$ cat config.mk
export PLATFORM = sky130hd
export DESIGN_NAME = cp_handshake_seq
export DESIGN_NICKNAME = d
export VERILOG_FILES = /design/src/rtl/cphs_pkg.sv /design/src/rtl/cphs_irq_pick.sv /design/src/rtl/cphs_addr_unit.sv /design/src/rtl/cp_handshake_seq.sv
export SDC_FILE = /design/constraint.sdc
export NUM_CORES = 1
export LEC_CHECK = 0
export ABC_AREA = 1
export ABC_CLOCK_PERIOD_IN_PS = 2600
export BUFFER_PORTS_ARGS = -buffer_cell sky130_fd_sc_hd__buf_2
export CAP_MARGIN = 30
export CORE_UTILIZATION = 50
export CTS_BUF_LIST = sky130_fd_sc_hd__clkbuf_4
export CTS_CLUSTER_SIZE = 16
export DETAILED_ROUTE_END_ITERATION = 16
export HOLD_SLACK_MARGIN = 0.08
export PLACE_DENSITY = 0.81
export SYNTH_ARGS = -nofsm -noshare
export SYNTH_HDL_FRONTEND = slang
export SYNTH_HIERARCHICAL = 1
export SYNTH_SLANG_ARGS = --single-unit
export TNS_END_PERCENT = 10
$ cat constraint.sdc
create_clock -name clk -period 2.6 [get_ports clk]
set_input_delay 0.52 -clock clk [delete_from_list [all_inputs] [get_ports clk]]
set_output_delay 0.52 -clock clk [all_outputs]
set_load 0.02 [all_outputs]
$ cat src/rtl/cphs_pkg.sv
package cphs_pkg;
  typedef enum logic [2:0] {
    OP_PUT = 3'd0, OP_GET = 3'd1, OP_EXEC = 3'd2, OP_LOAD = 3'd3, OP_STORE = 3'd4
  } op_e;

  typedef enum logic [1:0] {
    PH_FIRST = 2'd0, PH_BUSY = 2'd1, PH_INTR = 2'd2, PH_DATA = 2'd3
  } phase_e;

  typedef enum logic [1:0] {
    RS_GO = 2'd0, RS_BUSY = 2'd1, RS_CANT = 2'd2, RS_MORE = 2'd3
  } resp_e;

  typedef enum logic [2:0] {
    EX_NONE = 3'd0, EX_UNDEF = 3'd1, EX_CPABT = 3'd2, EX_ADDR = 3'd3,
    EX_DABT = 3'd4, EX_RST = 3'd5, EX_FIQ = 3'd6, EX_IRQ = 3'd7
  } exc_e;

  typedef enum logic [2:0] {
    S_IDLE, S_OFFER, S_STALL, S_INTR, S_XFER, S_MEM
  } state_e;
endpackage

$ cat src/rtl/cphs_irq_pick.sv
module cphs_irq_pick
  import cphs_pkg::*;
(
  input  logic       pend_rst,
  input  logic       pend_fiq,
  input  logic       pend_irq,
  input  logic       mask_f,
  input  logic       mask_i,
  output logic       take,
  output logic [2:0] code
);
  always_comb begin
    take = 1'b1;
    if (pend_rst)                  code = EX_RST;
    else if (pend_fiq && !mask_f)  code = EX_FIQ;
    else if (pend_irq && !mask_i)  code = EX_IRQ;
    else begin
      take = 1'b0;
      code = EX_NONE;
    end
  end
endmodule

$ cat src/rtl/cphs_addr_unit.sv
module cphs_addr_unit #(
  parameter int AW      = 16,
  parameter int STEP    = 4,
  parameter int VEC_TOP = 32
) (
  input  logic [AW-1:0] addr,
  input  logic          is_store,
  output logic          bad,
  output logic [AW-1:0] next
);
  localparam int ALIGN_BITS = $clog2(STEP);
  localparam logic [AW-1:0] VEC_LIM = AW'(VEC_TOP);

  always_comb begin
    bad  = (|addr[ALIGN_BITS-1:0]) || (is_store && (addr < VEC_LIM));
    next = addr + AW'(STEP);
  end
endmodule

$ cat src/rtl/cp_handshake_seq.sv
module cp_handshake_seq
  import cphs_pkg::*;
#(
  parameter int AW      = 16,
  parameter int DW      = 32,
  parameter int IW      = 32,
  parameter int WB_BIT  = 21,
  parameter int VEC_TOP = 32
) (
  input  logic          clk,
  input  logic          rst,
  input  logic          start,
  input  logic [2:0]    op,
  input  logic [IW-1:0] instr,
  input  logic [AW-1:0] base_addr,
  input  logic [DW-1:0] put_data,
  input  logic          pend_rst,
  input  logic          pend_fiq,
  input  logic          pend_irq,
  input  logic          mask_f,
  input  logic          mask_i,
  output logic          cp_valid,
  output logic [1:0]    cp_phase,
  output logic [IW-1:0] cp_instr,
  output logic [DW-1:0] cp_wdata,
  input  logic [1:0]    cp_resp,
  input  logic [DW-1:0] cp_rdata,
  output logic          mem_req,
  output logic          mem_we,
  output logic [AW-1:0] mem_addr,
  output logic [DW-1:0] mem_wdata,
  input  logic          mem_ack,
  input  logic [DW-1:0] mem_rdata,
  input  logic          mem_abort,
  output logic          busy,
  output logic          done,
  output logic [2:0]    exc,
  output logic [DW-1:0] get_data,
  output logic          wb_strobe
);
  localparam int STEP = DW / 8;

  state_e        state;
  logic [2:0]    op_r;
  logic [AW-1:0] addr_r;
  logic          more_r;
  logic          abt_r;
  logic [2:0]    int_code_r;

  logic          irq_take;
  logic [2:0]    irq_code;
  logic          addr_bad;
  logic [AW-1:0] addr_next;
  logic [AW-1:0] chk_addr;
  logic          chk_store;
  logic          ls_in, ls_r;

  assign ls_in     = (op == OP_LOAD) || (op == OP_STORE);
  assign ls_r      = (op_r == OP_LOAD) || (op_r == OP_STORE);
  assign chk_addr  = (state == S_IDLE) ? base_addr : addr_r;
  assign chk_store = (state == S_IDLE) ? (op == OP_STORE) : (op_r == OP_STORE);
  assign busy      = (state != S_IDLE);

  cphs_irq_pick u_pick (
    .pend_rst (pend_rst), .pend_fiq (pend_fiq), .pend_irq (pend_irq),
    .mask_f   (mask_f),   .mask_i   (mask_i),
    .take     (irq_take), .code     (irq_code)
  );

  cphs_addr_unit #(.AW(AW), .STEP(STEP), .VEC_TOP(VEC_TOP)) u_addr (
    .addr (chk_addr), .is_store (chk_store), .bad (addr_bad), .next (addr_next)
  );

  always_ff @(posedge clk) begin
    if (rst) begin
      state      <= S_IDLE;
      op_r       <= OP_PUT;
      addr_r     <= '0;
      more_r     <= 1'b0;
      abt_r      <= 1'b0;
      int_code_r <= EX_NONE;
      cp_valid   <= 1'b0;
      cp_phase   <= PH_FIRST;
      cp_instr   <= '0;
      cp_wdata   <= '0;
      mem_req    <= 1'b0;
      mem_we     <= 1'b0;
      mem_addr   <= '0;
      mem_wdata  <= '0;
      done       <= 1'b0;
      exc        <= EX_NONE;
      get_data   <= '0;
      wb_strobe  <= 1'b0;
    end else begin
      done      <= 1'b0;
      wb_strobe <= 1'b0;
      case (state)
        S_IDLE: if (start) begin
          op_r   <= op;
          addr_r <= base_addr;
          abt_r  <= 1'b0;
          if (ls_in && addr_bad) begin
            done <= 1'b1;
            exc  <= EX_ADDR;
          end else begin
            exc      <= EX_NONE;
            state    <= S_OFFER;
            cp_valid <= 1'b1;
            cp_phase <= PH_FIRST;
            cp_instr <= instr;
            cp_wdata <= put_data;
          end
        end
        S_OFFER: begin
          cp_valid <= 1'b0;
          case (cp_resp)
            RS_BUSY: state <= S_STALL;
            RS_CANT: begin
              state    <= S_IDLE;
              done     <= 1'b1;
              exc      <= ls_r ? EX_CPABT : EX_UNDEF;
              get_data <= '0;
            end
            default: begin
              if (op_r == OP_GET) get_data <= cp_rdata;
              if (!ls_r) begin
                state <= S_IDLE;
                done  <= 1'b1;
              end else begin
                wb_strobe <= cp_instr[WB_BIT];
                if (op_r == OP_LOAD) begin
                  state    <= S_MEM;
                  mem_req  <= 1'b1;
                  mem_we   <= 1'b0;
                  mem_addr <= addr_r;
                end else begin
                  state    <= S_XFER;
                  cp_valid <= 1'b1;
                  cp_phase <= PH_DATA;
                end
              end
            end
          endcase
        end
        S_STALL: begin
          cp_valid <= 1'b1;
          if (irq_take) begin
            int_code_r <= irq_code;
            cp_phase   <= PH_INTR;
            state      <= S_INTR;
          end else begin
            cp_phase <= PH_BUSY;
            state    <= S_OFFER;
          end
        end
        S_INTR: begin
          cp_valid <= 1'b0;
          state    <= S_IDLE;
          done     <= 1'b1;
          exc      <= int_code_r;
        end
        S_XFER: begin
          cp_valid <= 1'b0;
          more_r   <= (cp_resp == RS_MORE);
          if (op_r == OP_STORE) begin
            state     <= S_MEM;
            mem_req   <= 1'b1;
            mem_we    <= 1'b1;
            mem_wdata <= cp_rdata;
            mem_addr  <= addr_r;
          end else if (cp_resp == RS_MORE) begin
            state    <= S_MEM;
            addr_r   <= addr_next;
            mem_req  <= 1'b1;
            mem_we   <= 1'b0;
            mem_addr <= addr_next;
          end else begin
            state <= S_IDLE;
            done  <= 1'b1;
            exc   <= abt_r ? EX_DABT : EX_NONE;
          end
        end
        S_MEM: if (mem_ack) begin
          mem_req <= 1'b0;
          abt_r   <= abt_r | mem_abort;
          if (op_r == OP_LOAD) begin
            cp_wdata <= mem_rdata;
            cp_valid <= 1'b1;
            cp_phase <= PH_DATA;
            state    <= S_XFER;
          end else if (more_r) begin
            addr_r   <= addr_next;
            cp_valid <= 1'b1;
            cp_phase <= PH_DATA;
            state    <= S_XFER;
          end else begin
            state <= S_IDLE;
            done  <= 1'b1;
            exc   <= (abt_r | mem_abort) ? EX_DABT : EX_NONE;
          end
        end
        default: state <= S_IDLE;
      endcase
    end
  end
endmodule

== Yosys cells after proc, flatten, opt, wreduce, memory -nomap -nowiden ==
Index checks and enable logic that the tools add are counted.

* Flip-flop bits (word level): 181
* Latch bits: 0
* Memory bits (writable): 0
* Bits in read-only memories: 0
* Input bits: 159
* Output and inout port bits: 155
* Word-level logic and storage cells: 188
* Memories kept: 0

* Add/subtract/negate cells: 1
* Multipliers: 0
* Divide/modulo/power cells: 0
* $lt $le $gt $ge: 1
* Eq/ne operators: 30
* Shift operators: 0
* Multiplexer cells: 96
* Bitwise operators: 5
* Reduce and logical (&&, ||, !) cells: 37

{| class="wikitable"
|+ Operator list
! operator !! number
|-
| $mux 16 || 11
|-
| $mux 32 || 5
|-
| $pmux 32 s2 || 2
|-
| $mux 3 || 20
|-
| $pmux 16 s3 || 1
|-
| $mux 1 || 34
|-
| $pmux 16 s2 || 1
|-
| $ne 2x2->1 const B || 15
|-
| $pmux 3 s5 || 2
|-
| $mux 2 || 12
|-
| $add 16x3->16 const B || 1
|-
| $lt 16x6->1 const B || 1
|-
| $reduce_and 8->1 || 2
|-
| $reduce_and 5->1 || 3
|-
| $eq 3x2->1 const B || 4
|-
| $eq 3x3->1 const B || 4
|-
| $reduce_and 3->1 || 4
|-
| $pmux 1 s5 || 2
|-
| $reduce_bool 5->1 || 2
|-
| $reduce_bool 3->1 || 3
|-
| $pmux 2 s4 || 1
|-
| $reduce_and 7->1 || 1
|-
| $eq 3x1->1 const B || 2
|-
| $ne 3x3->1 const B || 2
|-
| 17 further kinds || 35
|}

== Longest topological paths before layout ==
Gate-level depths: netlist of the first run.

* Depth in word-level cells: 9
* Depth in mapped cells: 17
* Mapped depth without buffers: 16

== Modules after synthesis ==
Netlist of the first run, hierarchy kept.

{| class="wikitable"
|+ By module, submodules not included
! module !! times used !! cells each !! area each (sq um) !! sequential area each (sq um)
|-
| cp_handshake_seq || 1 || 1153 || 7826.3 || 3623.5
|-
| cphs_addr_unit || 1 || 77 || 392.9 || 0.0
|-
| cphs_irq_pick || 1 || 10 || 51.3 || 0.0
|}

== Least setup slack after synthesis of the first run ==
Ideal clock, no wire load.

* Path type: reg-to-reg
* From: register state[1]
* To: register cp_wdata[14]
* Setup time: 0.071 ns
* Arrival: 2.267 ns
* Data required time: 2.529 ns
* Path slack: 0.263 ns
* Stages on the path, launching flop included: 18
* Path buffers: 3
* Period minus slack after synthesis: 2.337 ns
* Path through: dfxtp_1 inv_2 nand2_2 clkbuf_1 buf_2 nand2_1 nand2_1 inv_1 nand3_1 nor2_1 nand2_1 nand2_1 nand3_1 nand2_1 inv_2 buf_4 nand3_1 a21oi_1

* Word-level cells in the longest chain between the ends: 8
* Elaborated cells between the ends (all ways): 16
* Those cells by class: order compare: 1; eq/ne: 5; mux: 3; reduce/logical: 7

{| class="wikitable"
|+ RTL lines
! element !! line !! source
|-
| from (decl) || cp_handshake_seq.sv:43 || <nowiki>state_e state;</nowiki>
|-
| from (signal assigned) || cp_handshake_seq.sv:76 || <nowiki>state <= S_IDLE;</nowiki>
|-
| from (signal assigned) || cp_handshake_seq.sv:107 || <nowiki>state <= S_OFFER;</nowiki>
|-
| from (signal assigned) || cp_handshake_seq.sv:117 || <nowiki>RS_BUSY: state <= S_STALL;</nowiki>
|-
| $logic_not 3->1 || cp_handshake_seq.sv:60 || <nowiki>assign chk_addr = (state == S_IDLE) ? base_addr : addr_r;</nowiki>
|-
| $mux 16 || cp_handshake_seq.sv:60 ||
|-
| via chk_addr[13] || cp_handshake_seq.sv:54 || <nowiki>logic [AW-1:0] chk_addr;</nowiki>
|-
| $lt 16x6->1 || cphs_addr_unit.sv:15 || <nowiki>bad = (|addr[ALIGN_BITS-1:0]) || (is_store && (addr < VEC_LIM));</nowiki>
|-
| $logic_and 1x1->1 || cphs_addr_unit.sv:15 ||
|-
| $logic_or 1x1->1 || cphs_addr_unit.sv:15 ||
|-
| via addr_bad || cp_handshake_seq.sv:52 || <nowiki>logic addr_bad;</nowiki>
|-
| $logic_and 1x1->1 || cp_handshake_seq.sv:102 || <nowiki>if (ls_in && addr_bad) begin</nowiki>
|-
| $ne 2x2->1 (no source line) || -- ||
|-
| $reduce_and 5->1 (no source line) || -- ||
|-
| to (signal assigned) || cp_handshake_seq.sv:111 || <nowiki>cp_wdata <= put_data;</nowiki>
|-
| to (signal assigned) || cp_handshake_seq.sv:187 || <nowiki>cp_wdata <= mem_rdata;</nowiki>
|-
| to (decl) || cp_handshake_seq.sv:25 || <nowiki>output logic [DW-1:0] cp_wdata,</nowiki>
|}

The timed path passes the listed nets, and every way through them passes these cells.
A chain may end at the register's enable or synchronous reset.

== Worst setup path after layout of the first run ==
* From: register state[2]
* To: register addr_r[10]

* Word-level cells in the longest chain between the ends: 7
* Elaborated cells between the ends (all ways): 19
* Those cells by class: add/sub: 1; eq/ne: 8; mux: 7; reduce/logical: 3

{| class="wikitable"
|+ RTL lines
! element !! line !! source
|-
| $logic_not 3->1 * || cp_handshake_seq.sv:60 ||
|-
| $mux 16 * || cp_handshake_seq.sv:60 ||
|-
| via chk_addr[2] || cp_handshake_seq.sv:54 ||
|-
| $add 16x3->16 * || cphs_addr_unit.sv:16 || <nowiki>next = addr + AW'(STEP);</nowiki>
|-
| via addr_next[10] || cp_handshake_seq.sv:53 || <nowiki>logic [AW-1:0] addr_next;</nowiki>
|-
| $mux 16 || cp_handshake_seq.sv:191 || <nowiki>end else if (more_r) begin</nowiki>
|-
| $mux 16 || cp_handshake_seq.sv:186 || <nowiki>if (op_r == OP_LOAD) begin</nowiki>
|-
| $mux 16 || cp_handshake_seq.sv:183 || <nowiki>S_MEM: if (mem_ack) begin</nowiki>
|-
| $pmux 16 s3 * || cp_handshake_seq.sv:97 || <nowiki>case (state)</nowiki>
|-
| to (signal assigned) || cp_handshake_seq.sv:100 || <nowiki>addr_r <= base_addr;</nowiki>
|-
| to (signal assigned) || cp_handshake_seq.sv:173 || <nowiki>addr_r <= addr_next;</nowiki>
|-
| to (signal assigned) || cp_handshake_seq.sv:192 || <nowiki>addr_r <= addr_next;</nowiki>
|-
| to (decl) || cp_handshake_seq.sv:45 || <nowiki>logic [AW-1:0] addr_r;</nowiki>
|}

The timed path passes the listed nets; every way through them passes the cells marked *. The select of a mux whose other input is x is not followed.

==> results of run 1 <==
## layout make-up
class                      count  area (um^2)  share of cell area, %
sequential                   181         3620                   35.2
multi-input combinational    906         4020                   39.1
clock buffer                  18          135                   1.31
tap                          216          270                   2.63
antenna                        3         7.51                 0.0730
clock inverter                14          144                   1.40
inverter                      82          315                   3.06
timing repair buffer         339         1770                   17.2
## worst reg2reg max path: stages (launching register included)
cell	delay (ns)
dfxtp_1	0.34
nor2_1	0.17
nand2_2	0.09
clkinv_2	0.21
nand2_1	0.09
nand2_1	0.12
ha_1	0.27
nand2_2	0.10
nor2_4	0.18
nand2_1	0.09
xor2_1	0.16
inv_1	0.07
o21ai_0	0.17
o21ai_1	0.09
nor2_1	0.08
## path summary, 6_finish.rpt
kind                                       to  slack (ns)           from  depth (start not counted)
worst min-delay path             mem_wdata[7]        0.14    cp_rdata[7]                          3
worst max-delay path               addr_r[10]        0.31       state[2]                         14
worst max register to register     addr_r[10]        0.31       state[2]                         14
worst min register to register  int_code_r[1]        0.45  int_code_r[1]                          2
## per-layer routing
metal	share of wire (%)	global-route usage [%]
met1	42	33.7
met2	49	46.9
met3	6.9	7.04
met4	2.0	9.74
met5	0.037	0
## cell usage after synthesis, drive strengths merged
cell type and instances:
nor3 2, clkbuf 40, nand2 346, inv 81
xor2 6, a21oi 55, nor2 263, o21ai 125
nand3b 1, nand4 7, ha 5, buf 31
nand3 67, clkinv 1, a22oi 27, o31ai 1
o211ai 1, dfxtp 181
## repair_timing
| item | in CTS | in global routing |
|---|---|---|
| resized for setup | 0 | 6 |
| endpoints found under the setup margin | 0 | 34 |
| hold buffers | 0 | 0 |
| buffers inserted | 0 | 2 |
## registers in the layout (all words and copies together) (netlist names)
register	cells
more_r	1
mem_we	1
done	1
state	3
cp_instr	32
op_r	3
mem_req	1
addr_r	16
cp_valid	1
get_data	32
cp_wdata	32
exc	3
mem_wdata	32
abt_r	1
int_code_r	3
mem_addr	16
wb_strobe	1
cp_phase	2
## per-stage QoR
stage	cells	power, W	setup WS [ns]
6_report	1759	0.00607	0.306
5_1_grt	1758	0.00640	0.0597
4_1_cts	1754	0.00610	0.106
3_5_place_dp	1722	0.00454	0.143
3_3_place_gp	1722	0.00451	0.210
2_1_floorplan	1240	0.00407	0.263
## layout by cell type (no fill, tap or decap), types with 2 or more instances in the layout
| master | count |
|---|---|
| nor3_1 | 2 |
| nand2_1 | 339 |
| dfxtp_1 | 181 |
| nor2_1 | 255 |
| o21ai_0 | 115 |
| inv_1 | 74 |
| clkinv_4 | 3 |
| buf_2 | 313 |
| nor2_4 | 3 |
| a21oi_1 | 54 |
| o21ai_1 | 10 |
| inv_2 | 5 |
| nand3_2 | 7 |
| diode_2 | 3 |
| clkbuf_4 | 18 |
| nand3_1 | 59 |
| nand4_1 | 7 |
| buf_4 | 25 |
| clkinv_2 | 4 |
| inv_6 | 5 |
| a22oi_1 | 27 |
| nand2_2 | 7 |
| ha_1 | 5 |
| xor2_1 | 6 |
| nor2_2 | 5 |
| inv_8 | 2 |
## where the power goes
| group | internal (W) | leakage [nW] | switching (W) |
|---|---|---|---|
| registers | 0.00297 | 1.48 | 0.000105 |
| logic | 0.000494 | 3.83 | 0.000935 |
| clock network | 0.000516 | 0.156 | 0.00106 |
## cell families after synthesis
family | count (synthesis)
adder cells (fa/ha/maj) | 5
XOR/XNOR | 6
AND/OR/NAND/NOR | 686
flip-flops | 181
buffers and inverters | 153
AO/OA/AOI/OAI | 209
==> flow_summary.toml, run 1 <==
[outcome]
status = "finished clean"

[placement]
placed_area_um2 = 9970
dp_hpwl_um = 17500
io_buffer_count = 313
gp_congestion = 0.953

[synthesis]
synth_fa_ha_area_share_pct = 0.756
synthMuxAreaShare_pct = 0
yosys.area.top_type_share_pct = 43.8
syn_nets = 1404
avgSynthCellArea_um2 = 6.67
seq_area_frac_synth_pct = 43.8
synthCells = 1240
ys_ff_latch = 181
synth_top_family_by_area = "simple AND/OR/NAND/NOR gates"
synth_compound_area_share_pct = 13.6
synth_area_leaders = "dfxtp_1, nand2_1, nor2_1"
syn_area_um2 = 8270
synth_cell_type_count = 28
yosys.area_share.simple_pct = 33.5
synthXorXnorAreaFrac_pct = 0.635
yosys_warnings = 6
synth_top_area_cell = "dfxtp_1"

[drt]
num_vias = 8763
dr.pass1.iters = 5
post_drt_wl_per_cell_um = 13.9
drtAntennaViolNets = 0
first_iter_violations = 537
wirelength_um = 24400
drc = 0
vias_per_cell = 4.98

[floorplanning]
core-area_um2 = 16000
core.rowCount = 46
ios = 314
dieHeight_um = 131
start_util_pct = 51.7
die_x_um = 131
dieArea_um2 = 17100

[sta]
hold_ws_ns = 0.143
finalHoldViolations = 0
finalSetupViolCount = 0
max_slew_margin_pct = 49.0
final-max-slew-violation-count = 0
fin_crit_sh_pct = 88.2
max_freq_ghz = 0.436
tightest_slew_ns = 0.765
skew_ns = 0.0262
finalCriticalPeriod_ns = 2.29
setup_tns_ns = 0
grt_setup_unrepaired = "false"

[global_routing]
grt_max_degree = 72
grt_pass1_vias = 7753
antenna_found_initial = 4
track_usage_pct = 27.6
grt_pass1_wl_um = 36900
grt_overflow = 0

[clock_network]
cts_tree = "yes"
cts_root_buf = "clkbuf_4"
path_clk_slew_ns = 0.17
numCtsBuffers = 17
clockBufferDepth = 2
clkSinkCount = 181
insertion_delay_ns = 0.59
htreeDepth = 4

[cells_and_area]
fin_area_um2 = 10300
fill_cells = 1545
drive_gt1_share_pct = 26.1
post-route-util_pct = 64.3
nets = 1691
syn_to_final_growth_pct = 24.4

[worst_setup_path]
critPathTopFamily = "simple AND/OR/NAND/NOR gates"
worst-path-buf-inv = 2
path_class = "flop to flop"
cp_common_cell = "nand2_1"
cp.required_ns = 3.14
cp_data_arrival_time_ns = 2.83
path_max_fanout = 18
startpoint_type = "flop"
cp-end-kind = "flop"
cpPeakStageDelay_ns = 0.34
crit_chain = "nor2_1 -> nand2_2 -> clkinv_2 -> nand2_1 -> nand2_1 -> ha_1 -> nand2_2 -> nor2_4 -> nand2_1 -> xor2_1 -> inv_1 -> o21ai_0 -> o21ai_1 -> nor2_1"
cp_slowest_cell = "dfxtp_1"

[job]
drv_cap = 0

[power_and_ir_drop]
ir_drop_uv = 293
p_leak_nw = 5.47
pwr_density_cell_nw_per_um2 = 590

[worst_hold_path]
hold_path.class = "input port to flop"
Power figures use the tool's default switching activity.
==> run 2: changes to the inputs <==
- PLACE_DENSITY: 0.81 -> 0.88
==> flow_summary.toml, run 2 (synthesized netlist as in run 1, its figures left out) <==
[power_and_ir_drop]
ir_drop_uv = 582
p_total_w = 0.00612
pwr_density_cell_nw_per_um2 = 594
p_leak_nw = 5.46

[placement]
io_buffer_count = 313
dp_slack_ns = 0.288
placed_area_um2 = 9990
gp_congestion = 0.966
dp_hpwl_um = 17600

[cells_and_area]
final_cell_mix = "nand2_1, buf_2, nor2_1, dfxtp_1, o21ai_0"
multi_input_area_um2 = 4010
nets = 1688
syn_to_final_growth_pct = 24.6
post-route-util_pct = 64.4
fill_cells = 1477
drive_gt1_share_pct = 26.0
seq_area_um2 = 3620
fin_area_um2 = 10300
final_common_cell = "nand2_1"

[drt]
num_vias = 8892
drc = 0
wirelength_um = 24400
dr.pass1.iters = 6
vias_per_cell = 5.06
drtAntennaViolNets = 0
post_drt_wl_per_cell_um = 13.9
first_iter_violations = 591

[sta]
fin_crit_sh_pct = 91.2
max_slew_margin_pct = 36.9
finalSetupViolCount = 0
grt_setup_unrepaired = "true"
max_freq_ghz = 0.422
fin_ws_ns = 0.229
skew_ns = 0.0409
final-max-slew-violation-count = 0
hold_ws_ns = 0.174
tightest_slew_ns = 0.944
finalHoldViolations = 0
finalCriticalPeriod_ns = 2.37

[worst_setup_path]
startpoint = "state[2]"
cp_data_arrival_time_ns = 2.84
r2r_cells = 16
path_max_fanout = 34
r2r-start = "state[2]"
reg2reg_to = "cp_wdata[4]"
r2r_slack_ns = 0.23
cp.required_ns = 3.07
startpoint_type = "flop"
endpoint = "cp_wdata[4]"
cp-end-kind = "flop"
path_class = "flop to flop"

[worst_hold_path]
hold_path.class = "input port to flop"

[global_routing]
antenna_found_initial = 2
grt_max_degree = 72
grt_pass1_wl_um = 37400
grt_pass1_vias = 7852
track_usage_pct = 27.7
grt_overflow = 0

[floorplanning]
dieArea_um2 = 17100
dieHeight_um = 131
start_util_pct = 51.7
core-area_um2 = 16000
die_x_um = 131
core.rowCount = 46
ios = 314

[outcome]
status = "finished clean"

[clock_network]
clkSinkCount = 181
cts_tree = "yes"
cts_setup_buffers = 0
insertion_delay_ns = 0.57
cts-resized-gates = 0
cts_root_buf = "clkbuf_4"
hold_buffers = 0
numCtsBuffers = 17
htreeDepth = 4
clockBufferDepth = 2
path_clk_slew_ns = 0.19

[job]
drv_cap = 0
[run 2: changes by cell type in the layout (fill, tap and decap cells not counted), sizes merged]
cell / delta
clkbuf: -1
inv: +2
buf: -3
clkinv: -2
bufinv: -1
clkinvlp: +2
[run 2: layout make-up]
class                   count  share of cell area, %
flip-flops and latches    181                   35.2
inverters                  82                   3.00
clock buffers              17                   1.24
clock inverters            15                   1.74
well taps                 216                   2.62
repair buffers            336                   17.2
multi-input cells         906                   38.9
diodes                      3                 0.0729
[run 2: per-layer routing]
layer  vias to the layer above  share of wire, %  track usage (%)
met5                         -             0.053                0
met2                       349                49             47.4
met3                        49               6.9             7.17
met4                         2               2.7             9.87
li1                       4493                 -                -
met1                      3999                42             33.6
[run 2: report_power, final]
group          switching, W  total, W  internal (W)
combinational      0.000936   0.00143      0.000499
clock               0.00116   0.00162      0.000457
sequential         0.000103   0.00307       0.00297
[run 2: stage by stage]
stage,setup TNS [ns],instances
after floorplan,0,1240
after global placement,0,1721
after detailed placement,0,1721
after CTS,0,1753
after global routing,-0.0635,1754
final,0,1756
[run 2: worst max-delay path, cell delays in order, from the launching register on]
cell and delay (ns):
dfxtp_1 0.34, nor2_1 0.16, nand2_2 0.15, inv_2 0.28, nand2_1 0.08, nand2_1 0.14
inv_1 0.08, nand3_1 0.09, nor2_1 0.04, nand2_1 0.05, nand2_1 0.07, nand3_1 0.21
nand2_1 0.11, inv_2 0.08, buf_12 0.18, nand3_1 0.09, a21oi_1 0.14
[run 2: how the worst min path moves through the flow]
stage / cells past startpoint / slack, ns / start / to
6_report: 3 / 0.17 / cp_rdata[7] / mem_wdata[7]
5_1_grt: 3 / 0.13 / cp_rdata[17] / mem_wdata[17]
4_1_cts: 3 / 0.13 / cp_rdata[7] / mem_wdata[7]
3_5_place_dp: 2 / 0.44 / int_code_r[2] / int_code_r[2]
3_3_place_gp: 2 / 0.43 / int_code_r[2] / int_code_r[2]
2_1_floorplan: 2 / 0.42 / int_code_r[0] / int_code_r[0]
==> run 3: changes to the inputs <==
- CORE_UTILIZATION: 50 -> 49
- CTS_BUF_LIST: sky130_fd_sc_hd__clkbuf_4 -> unset
- PLACE_DENSITY: 0.88 -> 0.87
==> flow_summary.toml, run 3 (synthesized netlist as in run 1, its figures left out) <==
[sta]
setup_tns_ns = 0
finalCriticalPeriod_ns = 2.32
skew_ns = 0.0109
finalSetupViolCount = 0
finalHoldViolations = 0
final-max-slew-violation-count = 0
tightest_slew_ns = 0.776
grt_setup_unrepaired = "false"
max_slew_margin_pct = 48.2
fin_crit_sh_pct = 89.3
max_freq_ghz = 0.431

[clock_network]
path_clk_slew_ns = 0.08
htreeDepth = 4
clockBufferDepth = 2
numCtsBuffers = 17
cts-resized-gates = 0
insertion_delay_ns = 0.44
hold_buffers = 0
cts_root_buf = "clkbuf_16"
cts_setup_buffers = 0
clkSinkCount = 181
cts_tree = "yes"

[floorplanning]
core-area_um2 = 16500
dieArea_um2 = 17400
core.rowCount = 47
ios = 314
dieHeight_um = 132
die_x_um = 132
start_util_pct = 50.0

[worst_setup_path]
worst-path-buf-inv = 2
startpoint = "state[2]"
r2r-start = "state[2]"
cp_data_arrival_time_ns = 2.69
reg2reg_to = "addr_r[10]"
startpoint_type = "flop"
r2r_cells = 14
endpoint = "addr_r[10]"
cp-end-kind = "flop"
r2r_slack_ns = 0.28
crit_cells = 14
cpPeakStageDelay_ns = 0.32
crit_chain = "nor2_2 -> nand2_4 -> inv_4 -> nand2_1 -> nand2_1 -> ha_1 -> nand2_2 -> nor2_4 -> nand2_1 -> xor2_1 -> inv_1 -> o21ai_0 -> o21ai_1 -> nor2_1"
critPathTopFamily = "simple AND/OR/NAND/NOR gates"
path_max_fanout = 18
cp_common_cell = "nand2_1"
path_class = "flop to flop"
cp_slowest_cell = "dfxtp_1"
cp.required_ns = 2.97

[cells_and_area]
seq_area_um2 = 3620
post-route-util_pct = 63.9
final_common_cell = "nand2_1"
final_cells = 1757
fill_cells = 1509
nets = 1685
final_cell_mix = "nand2_1, buf_2, nor2_1, dfxtp_1, o21ai_0"
syn_to_final_growth_pct = 27.8
multi_input_area_um2 = 4020
drive_gt1_share_pct = 25.9

[placement]
gp_congestion = 0.949
io_buffer_count = 313
dpl.cell_count = 1722
dp_hpwl_um = 17400

[global_routing]
grt_pass1_vias = 8186
track_usage_pct = 28.4
antenna_found_initial = 4
grt_max_degree = 72
grt_overflow = 0
grt_pass1_wl_um = 39600

[drt]
num_vias = 8987
drtAntennaViolNets = 0
first_iter_violations = 593
post_drt_wl_per_cell_um = 14.1
drc = 0
dr.pass1.iters = 5
vias_per_cell = 5.11
wirelength_um = 24700

[outcome]
status = "finished clean"

[power_and_ir_drop]
p_leak_nw = 5.58
clkPwrFrac_pct = 36.1
pwr-share-comb_pct = 20.3
internal_power_w = 0.00476
netSwitchingFraction_pct = 32.3
seq_power_share_pct = 43.6
ir_drop_uv = 498
p_switching_w = 0.00228
pwr_density_cell_nw_per_um2 = 666

[worst_hold_path]
hold_depth = 3
hold_path.class = "input port to flop"

[job]
drv_cap = 0
-- run 3: power groups by stage --
stage / combinational, W / sequential (W) / clock, W
3_3_place_gp: 0.00139 / 0.00312 / 0
2_1_floorplan: 0.000767 / 0.00330 / 0
6_report: 0.00143 / 0.00307 / 0.00254
4_1_cts: 0.00142 / 0.00307 / 0.00258
5_1_grt: 0.00158 / 0.00309 / 0.00271
3_5_place_dp: 0.00142 / 0.00313 / 0
-- run 3: metal layers --
metal / vias to the layer above / routed length [um] / global-route usage [%]
met5: - / 10 / 0
met4: 2 / 1010 / 15.3
met3: 71 / 1820 / 6.84
met2: 378 / 11800 / 46.7
met1: 4043 / 10100 / 34.3
li1: 4493 / - / -
-- run 3: worst min-delay path by stage --
stage                        startpoint             to  slack [ns]
after floorplan           int_code_r[0]  int_code_r[0]        0.42
after global placement    int_code_r[0]  int_code_r[0]        0.44
after detailed placement  int_code_r[0]  int_code_r[0]        0.44
after CTS                   cp_rdata[6]   mem_wdata[6]        0.31
after global routing       cp_rdata[30]  mem_wdata[30]        0.31
final                       cp_rdata[6]   mem_wdata[6]        0.32
-- run 3: through the flow --
stage | total power, W | setup slack [ns] | hold slack [ns] | area [um^2]
floorplan | 0.00407 | 0.263 | 0.424 | 8270
global placement | 0.00451 | 0.300 | 0.436 | 9970
detailed placement | 0.00455 | 0.139 | 0.441 | 9970
CTS | 0.00707 | 0.117 | 0.305 | 10500
global route | 0.00738 | 0.0426 | 0.309 | 10600
finish | 0.00704 | 0.277 | 0.320 | 10600
-- run 3: cell type report --
type	instances	area share, %
Multi-Input combinational cell	906	38.0
Tap cell	220	2.61
Sequential cell	181	34.3
Clock inverter	13	1.26
Inverter	82	2.95
Clock buffer	19	4.19
Timing Repair Buffer	333	16.6
Antenna cell	3	0.0710
-- run 3: worst reg2reg max path: cells and delay by family (launching register included) --
family | cells | cell delay [ns]
flip-flops | 1 | 0.32
XOR/XNOR | 1 | 0.16
adder cells (fa/ha/maj) | 1 | 0.25
AND/OR/NAND/NOR | 8 | 0.99
AO/OA/AOI/OAI | 2 | 0.27
buffers and inverters | 2 | 0.27
